`config.mk`:
```
export PLATFORM = sky130hd
export DESIGN_NAME = quad_counter_core
export DESIGN_NICKNAME = d
export VERILOG_FILES = /design/src/rtl/qc_pkg.sv /design/src/rtl/qc_sync.sv /design/src/rtl/qc_decoder.sv /design/src/rtl/qc_counter.sv /design/src/rtl/quad_counter_core.sv
export SDC_FILE = /design/constraint.sdc
export NUM_CORES = 1
export LEC_CHECK = 0
export ABC_CLOCK_PERIOD_IN_PS = 5900
export BUFFER_PORTS_ARGS = -buffer_cell sky130_fd_sc_hd__buf_2
export CAP_MARGIN = 20
export CORE_MARGIN = 2
export CORE_UTILIZATION = 40
export DETAILED_ROUTE_END_ITERATION = 7
export GPL_TIMING_DRIVEN = 0
export SYNTH_ARGS = -nofsm -noshare
export SYNTH_HDL_FRONTEND = slang
export SYNTH_SLANG_ARGS = --single-unit
```
`constraint.sdc`:
```
create_clock -name clk -period 5.9 [get_ports clk]
set_input_delay 0.295 -clock clk [delete_from_list [all_inputs] [get_ports clk]]
set_output_delay 0.295 -clock clk [all_outputs]
set_load 0.005 [all_outputs]
```
`src/rtl/qc_pkg.sv`:
```
// Shared encodings for the quadrature counter core.
// Assumes: decode and limit-mode codes are fixed at two bits each.
package qc_pkg;
    typedef enum logic [1:0] {
        SC_PULSE = 2'd0,
        SC_X1    = 2'd1,
        SC_X2    = 2'd2,
        SC_X4    = 2'd3
    } scale_e;

    typedef enum logic [1:0] {
        CM_FREE   = 2'd0,
        CM_CLAMP  = 2'd1,
        CM_ONCE   = 2'd2,
        CM_MODULO = 2'd3
    } mode_e;
endpackage

```
`src/rtl/qc_sync.sv`:
```
// Multi-stage synchronizer for a bus of independent asynchronous bits.
// Assumes: each bit is sampled on its own; no coherency between bits.
module qc_sync #(
    parameter int W      = 3,
    parameter int STAGES = 2
) (
    input  logic         clk,
    input  logic         rst_n,
    input  logic [W-1:0] d_in,
    output logic [W-1:0] d_out
);
    logic [W-1:0] stage_q [STAGES];

    // First stage captures the raw inputs.
    always_ff @(posedge clk) begin
        if (!rst_n) stage_q[0] <= '0;
        else        stage_q[0] <= d_in;
    end

    for (genvar s = 1; s < STAGES; s++) begin : g_stage
        // Each later stage re-samples the one before it.
        always_ff @(posedge clk) begin
            if (!rst_n) stage_q[s] <= '0;
            else        stage_q[s] <= stage_q[s-1];
        end
    end

    assign d_out = stage_q[STAGES-1];
endmodule

```
`src/rtl/qc_decoder.sv`:
```
// Edge decoder: turns synchronized A/B samples into up/down steps and
// flags illegal two-phase transitions. Assumes inputs are synchronized.
// The edge history always follows the inputs, even while disabled.
module qc_decoder
    import qc_pkg::*;
(
    input  logic   clk,
    input  logic   rst_n,
    input  logic   a,
    input  logic   b,
    input  logic   enable,
    input  scale_e scale,
    output logic   step_up,
    output logic   step_dn,
    output logic   illegal
);
    logic pa, pb;
    logic da, db, fwd, hit;

    // Keep the previous sample of both phases.
    always_ff @(posedge clk) begin
        if (!rst_n) begin
            pa <= 1'b0;
            pb <= 1'b0;
        end else begin
            pa <= a;
            pb <= b;
        end
    end

    // Decide whether this sample is a step, and in which sense.
    always_comb begin
        da  = a ^ pa;
        db  = b ^ pb;
        fwd = da ? (a != b) : (a == b);
        hit = 1'b0;
        unique case (scale)
            SC_PULSE: begin
                hit = a & ~pa;
                fwd = b;
            end
            SC_X1:   hit = da & ~db & ~b;
            SC_X2:   hit = da & ~db;
            SC_X4:   hit = da ^ db;
            default: hit = 1'b0;
        endcase
        step_up = enable & hit & fwd;
        step_dn = enable & hit & ~fwd;
        illegal = enable & (scale != SC_PULSE) & da & db;
    end

    // a sample never steps both ways at once.
    p_one_sense_r12: assert property (@(posedge clk) disable iff (!rst_n)
        $onehot0({step_up, step_dn}));
    // an illegal sample never produces a step.
    p_no_step_on_noise_r13: assert property (@(posedge clk) disable iff (!rst_n)
        illegal |-> !(step_up || step_dn));
endmodule

```
`src/rtl/qc_counter.sv`:
```
// Count register with limit handling, index load, toggle, direction and
// error flags. Assumes step_up/step_dn are one-cycle, mutually exclusive.
module qc_counter
    import qc_pkg::*;
#(
    parameter int W = 24
) (
    input  logic         clk,
    input  logic         rst_n,
    input  logic         step_up,
    input  logic         step_dn,
    input  logic         illegal,
    input  mode_e        mode,
    input  logic [W-1:0] preset,
    input  logic         idx_evt,
    input  logic         sync_en,
    output logic [W-1:0] cnt,
    output logic         bt,
    output logic         ct,
    output logic         dir,
    output logic         err
);
    localparam logic [W-1:0] CNT_MAX = {W{1'b1}};

    logic         halted, pend;
    logic [W-1:0] cnt_n;
    logic         bt_n, ct_n, halted_n, pend_n, load, step;

    // Next-state logic: load, then limit-aware stepping.
    always_comb begin
        step     = step_up | step_dn;
        cnt_n    = cnt;
        bt_n     = bt;
        ct_n     = ct;
        halted_n = halted & (mode == CM_ONCE);
        pend_n   = sync_en & ((pend & ~step) | idx_evt);
        load     = (idx_evt & ~sync_en) | (sync_en & pend & step);
        if (load) begin
            cnt_n    = preset;
            halted_n = 1'b0;
        end else if (step && !halted) begin
            if (step_up) begin
                unique case (mode)
                    CM_CLAMP: begin
                        if (cnt >= preset) ct_n = ~ct;
                        else               cnt_n = cnt + 1'b1;
                    end
                    CM_MODULO: begin
                        if (cnt >= preset) begin
                            cnt_n = '0;
                            ct_n  = ~ct;
                        end else cnt_n = cnt + 1'b1;
                    end
                    default: begin
                        cnt_n = cnt + 1'b1;
                        if (cnt == CNT_MAX) begin
                            ct_n     = ~ct;
                            halted_n = (mode == CM_ONCE);
                        end
                    end
                endcase
            end else begin
                unique case (mode)
                    CM_CLAMP: begin
                        if (cnt == '0) bt_n  = ~bt;
                        else           cnt_n = cnt - 1'b1;
                    end
                    CM_MODULO: begin
                        if (cnt == '0) begin
                            cnt_n = preset;
                            bt_n  = ~bt;
                        end else cnt_n = cnt - 1'b1;
                    end
                    default: begin
                        cnt_n = cnt - 1'b1;
                        if (cnt == '0) begin
                            bt_n     = ~bt;
                            halted_n = (mode == CM_ONCE);
                        end
                    end
                endcase
            end
        end
    end

    // State registers; direction follows every step, error is sticky.
    always_ff @(posedge clk) begin
        if (!rst_n) begin
            cnt    <= '0;
            bt     <= 1'b0;
            ct     <= 1'b0;
            dir    <= 1'b1;
            err    <= 1'b0;
            halted <= 1'b0;
            pend   <= 1'b0;
        end else begin
            cnt    <= cnt_n;
            bt     <= bt_n;
            ct     <= ct_n;
            if (step) dir <= step_up;
            err    <= err | illegal;
            halted <= halted_n;
            pend   <= pend_n;
        end
    end

    // once set, the error flag stays set.
    p_err_sticky_r13: assert property (@(posedge clk) disable iff (!rst_n)
        err |=> err);
    // direction takes the sense of each step.
    p_dir_up_r12: assert property (@(posedge clk) disable iff (!rst_n)
        step_up |=> dir);
    p_dir_dn_r12: assert property (@(posedge clk) disable iff (!rst_n)
        step_dn |=> !dir);
    // free-run wrap at the top reaches 0 and flips carry.
    p_free_wrap_r6: assert property (@(posedge clk) disable iff (!rst_n)
        (mode == CM_FREE && step_up && !idx_evt && !pend && !halted && cnt == CNT_MAX)
        |=> (cnt == '0 && ct != $past(ct)));
    // clamp holds the count at or above the ceiling.
    p_clamp_hold_r7: assert property (@(posedge clk) disable iff (!rst_n)
        (mode == CM_CLAMP && step_up && !idx_evt && !pend && !halted && cnt >= preset)
        |=> $stable(cnt));
    // a halted one-shot counter does not move without a load.
    p_once_frozen_r9: assert property (@(posedge clk) disable iff (!rst_n)
        (halted && !idx_evt && !pend) |=> $stable(cnt));
    // a synchronous index edge alone does not change the count.
    p_sync_defer_r11: assert property (@(posedge clk) disable iff (!rst_n)
        (sync_en && idx_evt && !pend && !step) |=> $stable(cnt));
endmodule

```
`src/rtl/quad_counter_core.sv`:
```
// Top of the quadrature counter core: synchronizes encoder inputs, finds
// index edges, decodes A/B and drives the count register.
// Assumes all cfg_* inputs are quasi-static.
module quad_counter_core
    import qc_pkg::*;
#(
    parameter int CNT_W     = 24,
    parameter int SYNC_DEPTH = 2
) (
    input  logic             clk,
    input  logic             rst_n,
    input  logic             enc_a,
    input  logic             enc_b,
    input  logic             enc_idx,
    input  logic [1:0]       cfg_scale,
    input  logic [1:0]       cfg_mode,
    input  logic             cfg_enable,
    input  logic             cfg_idx_load,
    input  logic             cfg_idx_pol,
    input  logic             cfg_sync_idx,
    input  logic [CNT_W-1:0] cfg_preset,
    output logic [CNT_W-1:0] count_val,
    output logic             borrow_tgl,
    output logic             carry_tgl,
    output logic             dir_up,
    output logic             noise_err
);
    localparam int NIN = 3;

    logic [NIN-1:0] sync_q;
    logic           idx_prev, idx_rise, idx_evt, sync_en;
    logic           dec_up, dec_dn, dec_err;
    scale_e         scale;
    mode_e          mode;

    assign scale = scale_e'(cfg_scale);
    assign mode  = mode_e'(cfg_mode);

    qc_sync #(.W(NIN), .STAGES(SYNC_DEPTH)) u_sync (
        .clk   (clk),
        .rst_n (rst_n),
        .d_in  ({enc_idx, enc_b, enc_a}),
        .d_out (sync_q)
    );

    // Remember the last synchronized index level for edge detection.
    always_ff @(posedge clk) begin
        if (!rst_n) idx_prev <= 1'b0;
        else        idx_prev <= sync_q[2];
    end

    // Index event: rising edge after polarity selection, when enabled.
    always_comb begin
        idx_rise = cfg_idx_pol ? (sync_q[2] & ~idx_prev) : (~sync_q[2] & idx_prev);
        idx_evt  = cfg_idx_load & idx_rise;
        sync_en  = cfg_sync_idx & (scale != SC_PULSE);
    end

    qc_decoder u_dec (
        .clk     (clk),
        .rst_n   (rst_n),
        .a       (sync_q[0]),
        .b       (sync_q[1]),
        .enable  (cfg_enable),
        .scale   (scale),
        .step_up (dec_up),
        .step_dn (dec_dn),
        .illegal (dec_err)
    );

    qc_counter #(.W(CNT_W)) u_cnt (
        .clk     (clk),
        .rst_n   (rst_n),
        .step_up (dec_up),
        .step_dn (dec_dn),
        .illegal (dec_err),
        .mode    (mode),
        .preset  (cfg_preset),
        .idx_evt (idx_evt),
        .sync_en (sync_en),
        .cnt     (count_val),
        .bt      (borrow_tgl),
        .ct      (carry_tgl),
        .dir     (dir_up),
        .err     (noise_err)
    );

    // with the gate closed the decoder produces nothing.
    p_gate_quiet_r14: assert property (@(posedge clk) disable iff (!rst_n)
        !cfg_enable |-> !(dec_up || dec_dn || dec_err));
    // pulse/direction decode never reports noise.
    p_pulse_no_err_r13: assert property (@(posedge clk) disable iff (!rst_n)
        (scale == SC_PULSE) |-> !dec_err);
endmodule

```
==> results.md, run 1 <==
- Die height: 98.8 um
- CP max stage cell: a21oi_1
- Max Clock Freq: 0.244 GHz
- Final nets: 598
- Vias in the first global route: 3,688
- Critical setup path kind: register to register
- Power Density: 298 nW/um2
- Worst path required time: 6.14 ns
- Final hold violation count: 0
- Post-synthesis average cell area: 7.79 um2
- Seq/Total Area, Yosys: 21.7%
- Synth cell types: 72
- FF+latch count, synth: 39
- Final WL: 11,200 um
- Final Setup Violations: 0
- Placed insts: 633
- Post-CTS Setup Bufs: 0
- Max clock buf depth: 2
- Tcrit/Tclk final: 69.3%
- Htree depth: 2
- Die ar.: 9770 um2
- Synth area leader: dfxtp_1
- Antenna Nets Post-Route: 0
- CTS resizes: 0
- Dominant cells by area after synthesis: dfxtp_1 22%, ha_1 10%, o21ai_0 3.9%, nand2_1 3.8%, inv_1 3.7%
- Port buffer count: 63
- Crit. End Element: register
- R2r worst-path depth: 11
- First-pass GRT wire length: 18,700 um
- CP Cell Sequence: inv_1 > ha_1 > nand2b_1 > a211o_1 > a211oi_1 > o211ai_1 > a21oi_1 > nand2_1 > clkbuf_1 > o31ai_1 > a32o_1
- Layout cells sized above 1: 20.1%
- Critical R2R Launch: u_cnt.cnt[0]$_SDFFE_PN0P_
- WHS Endpoint: u_sync.stage_q[0][2]$_SDFF_PN0_
- Clk pin slew, worst setup/hold paths: 0.08 ns
- Vias per std cell: 5.96
- CTS tree: done
- Setup Slack @ Placement: 1.79 ns
- VDD IR-drop max: 0.000144 V
- Total number of vias: 3,823
- Crit path time final: 4.09 ns
- Critical Path Start Type: register
- Syn_nets: 528
- Max-slew violation count: 0
- Setup WS post-layout: 1.81 ns
- Synth async-reset ratio: 0%
- Iteration-0 DRC Markers: 228
- Worst min path class: input port to register
- Rel. slew slack: 49.4%
- Max cap viols: 0
- Final worst clock skew: 0.00896 ns
- Slew @ Worst Pin: 0.759 ns
- Most used DFF post-synth: dfxtp_1
- First-pass detailed-route iteration total: 5
- Hold path depth: 2
- Most common cell in the netlist: dfxtp_1
- Pleak: 1.78 nW
- Wire per inst: 17.5 um
- Io pins: 65
- Die Wd: 98.8 um
- Remaining DRCs: 0
- Pin count of the biggest net entering global routing: 14
- # rows: 34
- Crit path max fanout: 10
- RSZ-0062 raised after global routing: no
- WP data arrival: 4.33 ns
- Gpl congestion: 0.954
- # hold bufs at CTS: 0
- Final Power: 1.23 mW
- Clk sinks: 39
- Diode count: 0
- Initial antenna violation count: 0
- Worst R2R End: u_cnt.cnt[4]$_SDFFE_PN0P_
- Synth warn: 0
- Starting density of the core: 41.2%
- CTS Buf Count: 5
- Syn-to-layout area delta: 15.3%
- Overflow after GRT: 0
- Final non-filler cell total: 641
- Flop2flop setup slack: 1.81 ns
- Top cells by count, synth: 39 x dfxtp_1, 36 x nand2_1, 35 x inv_1, 35 x nor2_1, 29 x ha_1
- Overall Global Routing Usage: 23.6%
- Final setup TNS: 0 ns
- Share of the synthesized area in the top cell type: 21.7%
- EDFF count, synth: 0
- Skew-Pair Late Insertion Delay: 0.31 ns
- CTS Root Cell: clkbuf_8
- Status: complete, no violations
- Critical Path Max Stage Delay: 0.69 ns
- Area of the core: 8720 um2
- Hold Startpoint: enc_idx
- Cells after Synth: 462
- Hpwl dp: 8550 um
- Synth Cell Area: 3600 um2
[cell type report]
cell class	instances	area, um2
fill	878	4570
timing repair buffer	63	315
clock buffer	6	82.6
sequential	39	781
clock inverter	2	16.3
tap	108	135
multi-input combinational	352	2500
inverter	35	131
buffer	36	185
[worst max path at each step]
stage                                           from                          to  cells after the start  slack (ns)
after CTS                  u_cnt.cnt[0]$_SDFFE_PN0P_   u_cnt.cnt[4]$_SDFFE_PN0P_                     11        1.88
after detailed placement              cfg_preset[23]  u_cnt.cnt[20]$_SDFFE_PN0P_                     12        1.79
after floorplan                  u_dec.pa$_SDFF_PN0_   u_cnt.cnt[4]$_SDFFE_PN0P_                     13        2.97
after global routing      u_cnt.cnt[23]$_SDFFE_PN0P_  u_cnt.cnt[20]$_SDFFE_PN0P_                     10        1.53
after global placement                cfg_preset[23]  u_cnt.cnt[16]$_SDFFE_PN0P_                     12        1.82
final                      u_cnt.cnt[0]$_SDFFE_PN0P_   u_cnt.cnt[4]$_SDFFE_PN0P_                     11        1.81
[cell usage in the layout (no fill, tap or decap), types with 4 or more instances in the layout]
cell	count
a21oi_1	26
a221oi_1	5
a22oi_1	5
a22oi_2	10
a32o_1	13
and2_1	11
buf_2	67
buf_6	5
clkbuf_1	25
clkbuf_8	6
dfxtp_1	39
ha_1	29
inv_1	35
nand2_1	36
nand3_1	17
nand4_1	7
nor2_1	35
nor3_1	16
o211ai_1	4
o21a_1	4
o21ai_0	28
o31ai_1	7
o41ai_1	7
or3_1	4
or4_1	4
xnor2_1	9
xor2_1	8
[sequential cells by signal, indices dropped and copies added (netlist names)]
signal,flops
idx_prev,1
u_cnt.bt,1
u_cnt.cnt,24
u_cnt.ct,1
u_cnt.dir,1
u_cnt.err,1
u_cnt.halted,1
u_cnt.pend,1
u_dec.pa,1
u_dec.pb,1
u_sync.stage_q,6
[critical path: cells and delay by family, from the launching register on]
kind / cells / cell delay, ns
AO/OA/AOI/OAI: 6 / 2.03
AND/OR/NAND/NOR: 2 / 0.64
flip-flops: 1 / 0.47
adder cells (fa/ha/maj): 1 / 0.30
buffers and inverters: 2 / 0.60
[power by group]
part / switching (mW) / leakage [nW] / total [mW] / internal, mW
combinational: 0.403 / 1.42 / 0.718 / 0.315
sequential: 0.0248 / 0.317 / 0.311 / 0.286
clock: 0.110 / 0.0474 / 0.205 / 0.0957
total: 0.538 / 1.78 / 1.23 / 0.696
[cells by family after synthesis]
logic type               Yosys count  synth area share (%)
XOR/XNOR                          17                  4.14
adder cells (fa/ha/maj)           29                  10.1
AO/OA/AOI/OAI                    143                  30.6
buffers and inverters             71                  8.80
multiplexers                       2                 0.904
flip-flops                        39                  21.7
AND/OR/NAND/NOR                  161                  23.8
[stage by stage]
stage	hold slack [ns]	area [um2]	util, %
after floorplan	0.372	3600	-
after global placement	0.415	4050	46.4
after detailed placement	0.428	4050	46.4
after CTS	0.189	4150	47.5
after global routing	0.195	4150	47.5
final	0.194	4150	47.5
[layer usage]
metal / share of wire, % / track usage (%) / vias up
met1: 45 / 33.9 / 1783
met2: 46 / 36.9 / 166
li1: - / - / 1859
met5: 0 / 0 / -
met3: 7.4 / 3.12 / 15
met4: 1.4 / 6.95 / 0
Note: power is estimated with default switching activity, not from simulation.
==> run 2: changes to the inputs <==
- ABC_AREA: not set -> 1
- ABC_CLOCK_PERIOD_IN_PS: 5900 -> 3400
- clock period: 5.9 -> 3.4 ns (I/O delays scaled with it)
==> results.md, run 2 <==
- Critical Path Start Type: register
- Syn_nets: 817 (+55%)
- VDD IR-drop max: 0.000158 V (+10%)
- Crit. End Element: register
- First-pass GRT wire length: 22,700 um (+21%)
- Remaining DRCs: 0 (unchanged)
- CTS Buf Count: 5 (unchanged)
- Clk sinks: 39 (unchanged)
- Post-synthesis average cell area: 5.85 um2 (-25%)
- CP Cell Sequence: ha_1 > nand2_1 > nor2_1 > nand4_1 > nor2_1 > nand2_1 > nand2_1 > nand2_1 > buf_2 > nand3b_1 > nand2_1 > nand2_1 > a21oi_2
- Hpwl dp: 11,200 um (+30%)
- Diode count: 0 (unchanged)
- Post-CTS Setup Bufs: 0 (unchanged)
- Synth Cell Area: 4390 um2 (+22%)
- Dominant cells by area after synthesis: nand2_1 21%, dfxtp_1 18%, nor2_1 8.5%, ha_1 8.3%, inv_1 7.9%
- Final Power: 1.85 mW (+50%)
- Die height: 109 um (+10%)
- Synth area leader: nand2_1
- Die Wd: 109 um (+10%)
- Multi-input gate area: 3090 um2 (+24%)
- Most common cell in the netlist: nand2_1
- Wire per inst: 14.7 um (-16%)
- Max cap viols: 0 (unchanged)
- Most used DFF post-synth: dfxtp_1
- Worst min path class: input port to register
- Synth cell types: 37 (-49%)
- Final setup TNS: 0 ns (unchanged)
- Tcrit/Tclk final: 78.7% (+9.3 points)
- Met3 usage: 2.57% (-0.55 points)
- Crit path time final: 2.67 ns (-1.42 ns)
- Most Used Layer, Global Route: met2
- Power Density: 371 nW/um2 (+25%)
- Antenna Nets Post-Route: 0 (unchanged)
- Io pins: 65 (unchanged)
- First-pass detailed-route iteration total: 4 (-1)
- Max Clock Freq: 0.374 GHz (+53%)
- CP top delay family: simple AND/OR/NAND/NOR gates
- Gpl congestion: 0.950 (-0.41%)
- Fill count: 1,237 (+41%)
- Synth async-reset ratio: 0% (unchanged)
- Max clock buf depth: 2 (unchanged)
- CTS resizes: 0 (unchanged)
- Regs by FF count: u_cnt.cnt x24, u_sync.stage_q x6
- Final hold violation count: 0 (unchanged)
- Pleak: 2.70 nW (+52%)
- Starting density of the core: 40.7% (-0.55 points)
- Port buffer count: 63 (unchanged)
- Critical setup path kind: register to register
- Share of the synthesized area in the top cell type: 20.8% (-0.86 points)
- Worst path required time: 3.62 ns (-2.52 ns)
- # rows: 38 (+12%)
- Total number of vias: 4,813 (+26%)
- CTS Root Cell: clkbuf_8
- Pin count of the biggest net entering global routing: 15 (+1)
- FF+latch count, synth: 39 (unchanged)
- Final nets: 887 (+48%)
- Cells after Synth: 751 (+63%)
- Commonest non-fill, non-tap cell in the layout: nand2_1
- Max-slew violation count: 0 (unchanged)
- CTS tree: done
- Top cells by count, synth: 244 x nand2_1, 99 x nor2_1, 93 x inv_1, 53 x nand3_1, 39 x dfxtp_1
- M1 GR Usage: 33.2% (-0.71 points)
- WP data arrival: 2.89 ns (-1.44 ns)
- Status: complete, no violations
- Htree depth: 2 (unchanged)
- Largest Register: u_cnt.cnt
- Most used cell along the critical path: nand2_1
- Iteration-0 DRC Markers: 222 (-2.6%)
- Register area: 781 um2 (unchanged)
- Flop2flop setup slack: 0.73 ns (-1.08 ns)
- Largest register FFs: 24 (unchanged)
- Slew @ Worst Pin: 0.778 ns (+0.0189 ns)
- CP max stage cell: dfxtp_1
- Critical Path Max Stage Delay: 0.43 ns (-0.26 ns)
- Rel. slew slack: 47.9% (-1.5 points)
- RSZ-0062 raised after global routing: no
- Area of the core: 10,800 um2 (+24%)
- Overall Global Routing Usage: 24.9% (+1.3 points)
- Initial antenna violation count: 0 (unchanged)
- Seq/Total Area, Yosys: 17.8% (-3.9 points)
- Critical path buffer and inverter count: 1 (-1)
- # hold bufs at CTS: 0 (unchanged)
- Syn-to-layout area delta: 13.8%
- EDFF count, synth: 0 (unchanged)
- Finished Core Util: 46.3% (-1.2 points)
- Crit path max fanout: 10 (unchanged)
- Clk pin slew, worst setup/hold paths: 0.10 ns (+0.02 ns)
- Layout cells sized above 1: 19.0% (-1.1 points)
- Die ar.: 11,800 um2 (+21%)
- Vias in the first global route: 4,563 (+24%)
- Final Setup Violations: 0 (unchanged)
- Most frequent cells in the layout: 244 x nand2_1, 99 x nor2_1, 93 x inv_1
- Final worst clock skew: 0.00990 ns (+0.000940 ns)
- Overflow after GRT: 0 (unchanged)
- Grt met2 use: 42.5% (+5.6 points)
- Final WL: 14,200 um (+26%)
- Skew-Pair Late Insertion Delay: 0.31 ns (about the same)
- Synth warn: 0 (unchanged)
- Vias per std cell: 5.00 (-16%)
[run 2: cell count changes in the layout (fill, tap and decap cells not counted), sizes merged, moves of 15 or more]
| cell | previous run | this run |
|---|---|---|
| a21oi | 26 | 41 |
| a22oi | 15 | 0 |
| clkbuf | 31 | 9 |
| inv | 35 | 102 |
| nand2 | 37 | 252 |
| nand3 | 17 | 55 |
| nor2 | 35 | 123 |
| xor2 | 8 | 29 |
[run 2: worst min-delay path, cell delays in order]
cell	delay, ns
buf_2	0.08
nand2_1	0.04
inv_1	0.04
[run 2: area by class of cell]
class | instances | area share (%)
Buffer | 21 | 2.85
Clock buffer | 5 | 1.38
Clock inverter | 3 | 0.951
Inverter | 101 | 7.58
Multi-Input combinational cell | 590 | 61.8
Sequential cell | 39 | 15.6
Tap cell | 140 | 3.50
Timing Repair Buffer | 63 | 6.31
[run 2: layer usage]
| layer | vias up | wire [um] |
|---|---|---|
| met1 | 2167 | 6700 |
| met5 | - | 0 |
| met3 | 18 | 646 |
| met2 | 140 | 6590 |
| li1 | 2488 | - |
| met4 | 0 | 229 |
[run 2: power by group]
group          switching, mW  total [mW]  internal (mW)
Combinational          0.550       0.858          0.307
Sequential            0.0682       0.563          0.495
Clock                  0.210       0.433          0.223
[run 2: cells by family (layout without fill, tap and decap cells)]
family | Yosys count | in the layout | synth area share (%)
xor gates and xnor gates | 30 | 30 | 5.98
DFF | 39 | 39 | 17.8
adders and majority gates | 29 | 29 | 8.26
and+or+nand+nor | 469 | 469 | 46.9
buffers and inverters | 122 | 193 | 11.9
AOI/OAI and AO/OA | 62 | 62 | 9.20
[run 2: path summary, 6_finish.rpt]
path / start / endpoint / cells after the start
max: u_cnt.cnt[17]$_SDFFE_PN0P_ / u_cnt.cnt[20]$_SDFFE_PN0P_ / 13
min: enc_idx / u_sync.stage_q[0][2]$_SDFF_PN0_ / 3
max reg2reg: u_cnt.cnt[17]$_SDFFE_PN0P_ / u_cnt.cnt[20]$_SDFFE_PN0P_ / 13
min reg2reg: u_sync.stage_q[0][0]$_SDFF_PN0_ / u_sync.stage_q[1][0]$_SDFF_PN0_ / 2
[run 2: metrics by stage]
stage	hold slack, ns	worst slack, ns	instances	area, um2
final	0.0398	0.726	962	5000
after CTS	0.0300	0.751	962	5000
after floorplan	0.268	1.25	751	4390
after global routing	0.0377	0.566	962	5000
after global placement	0.349	0.792	954	4880
after detailed placement	0.358	0.767	954	4880
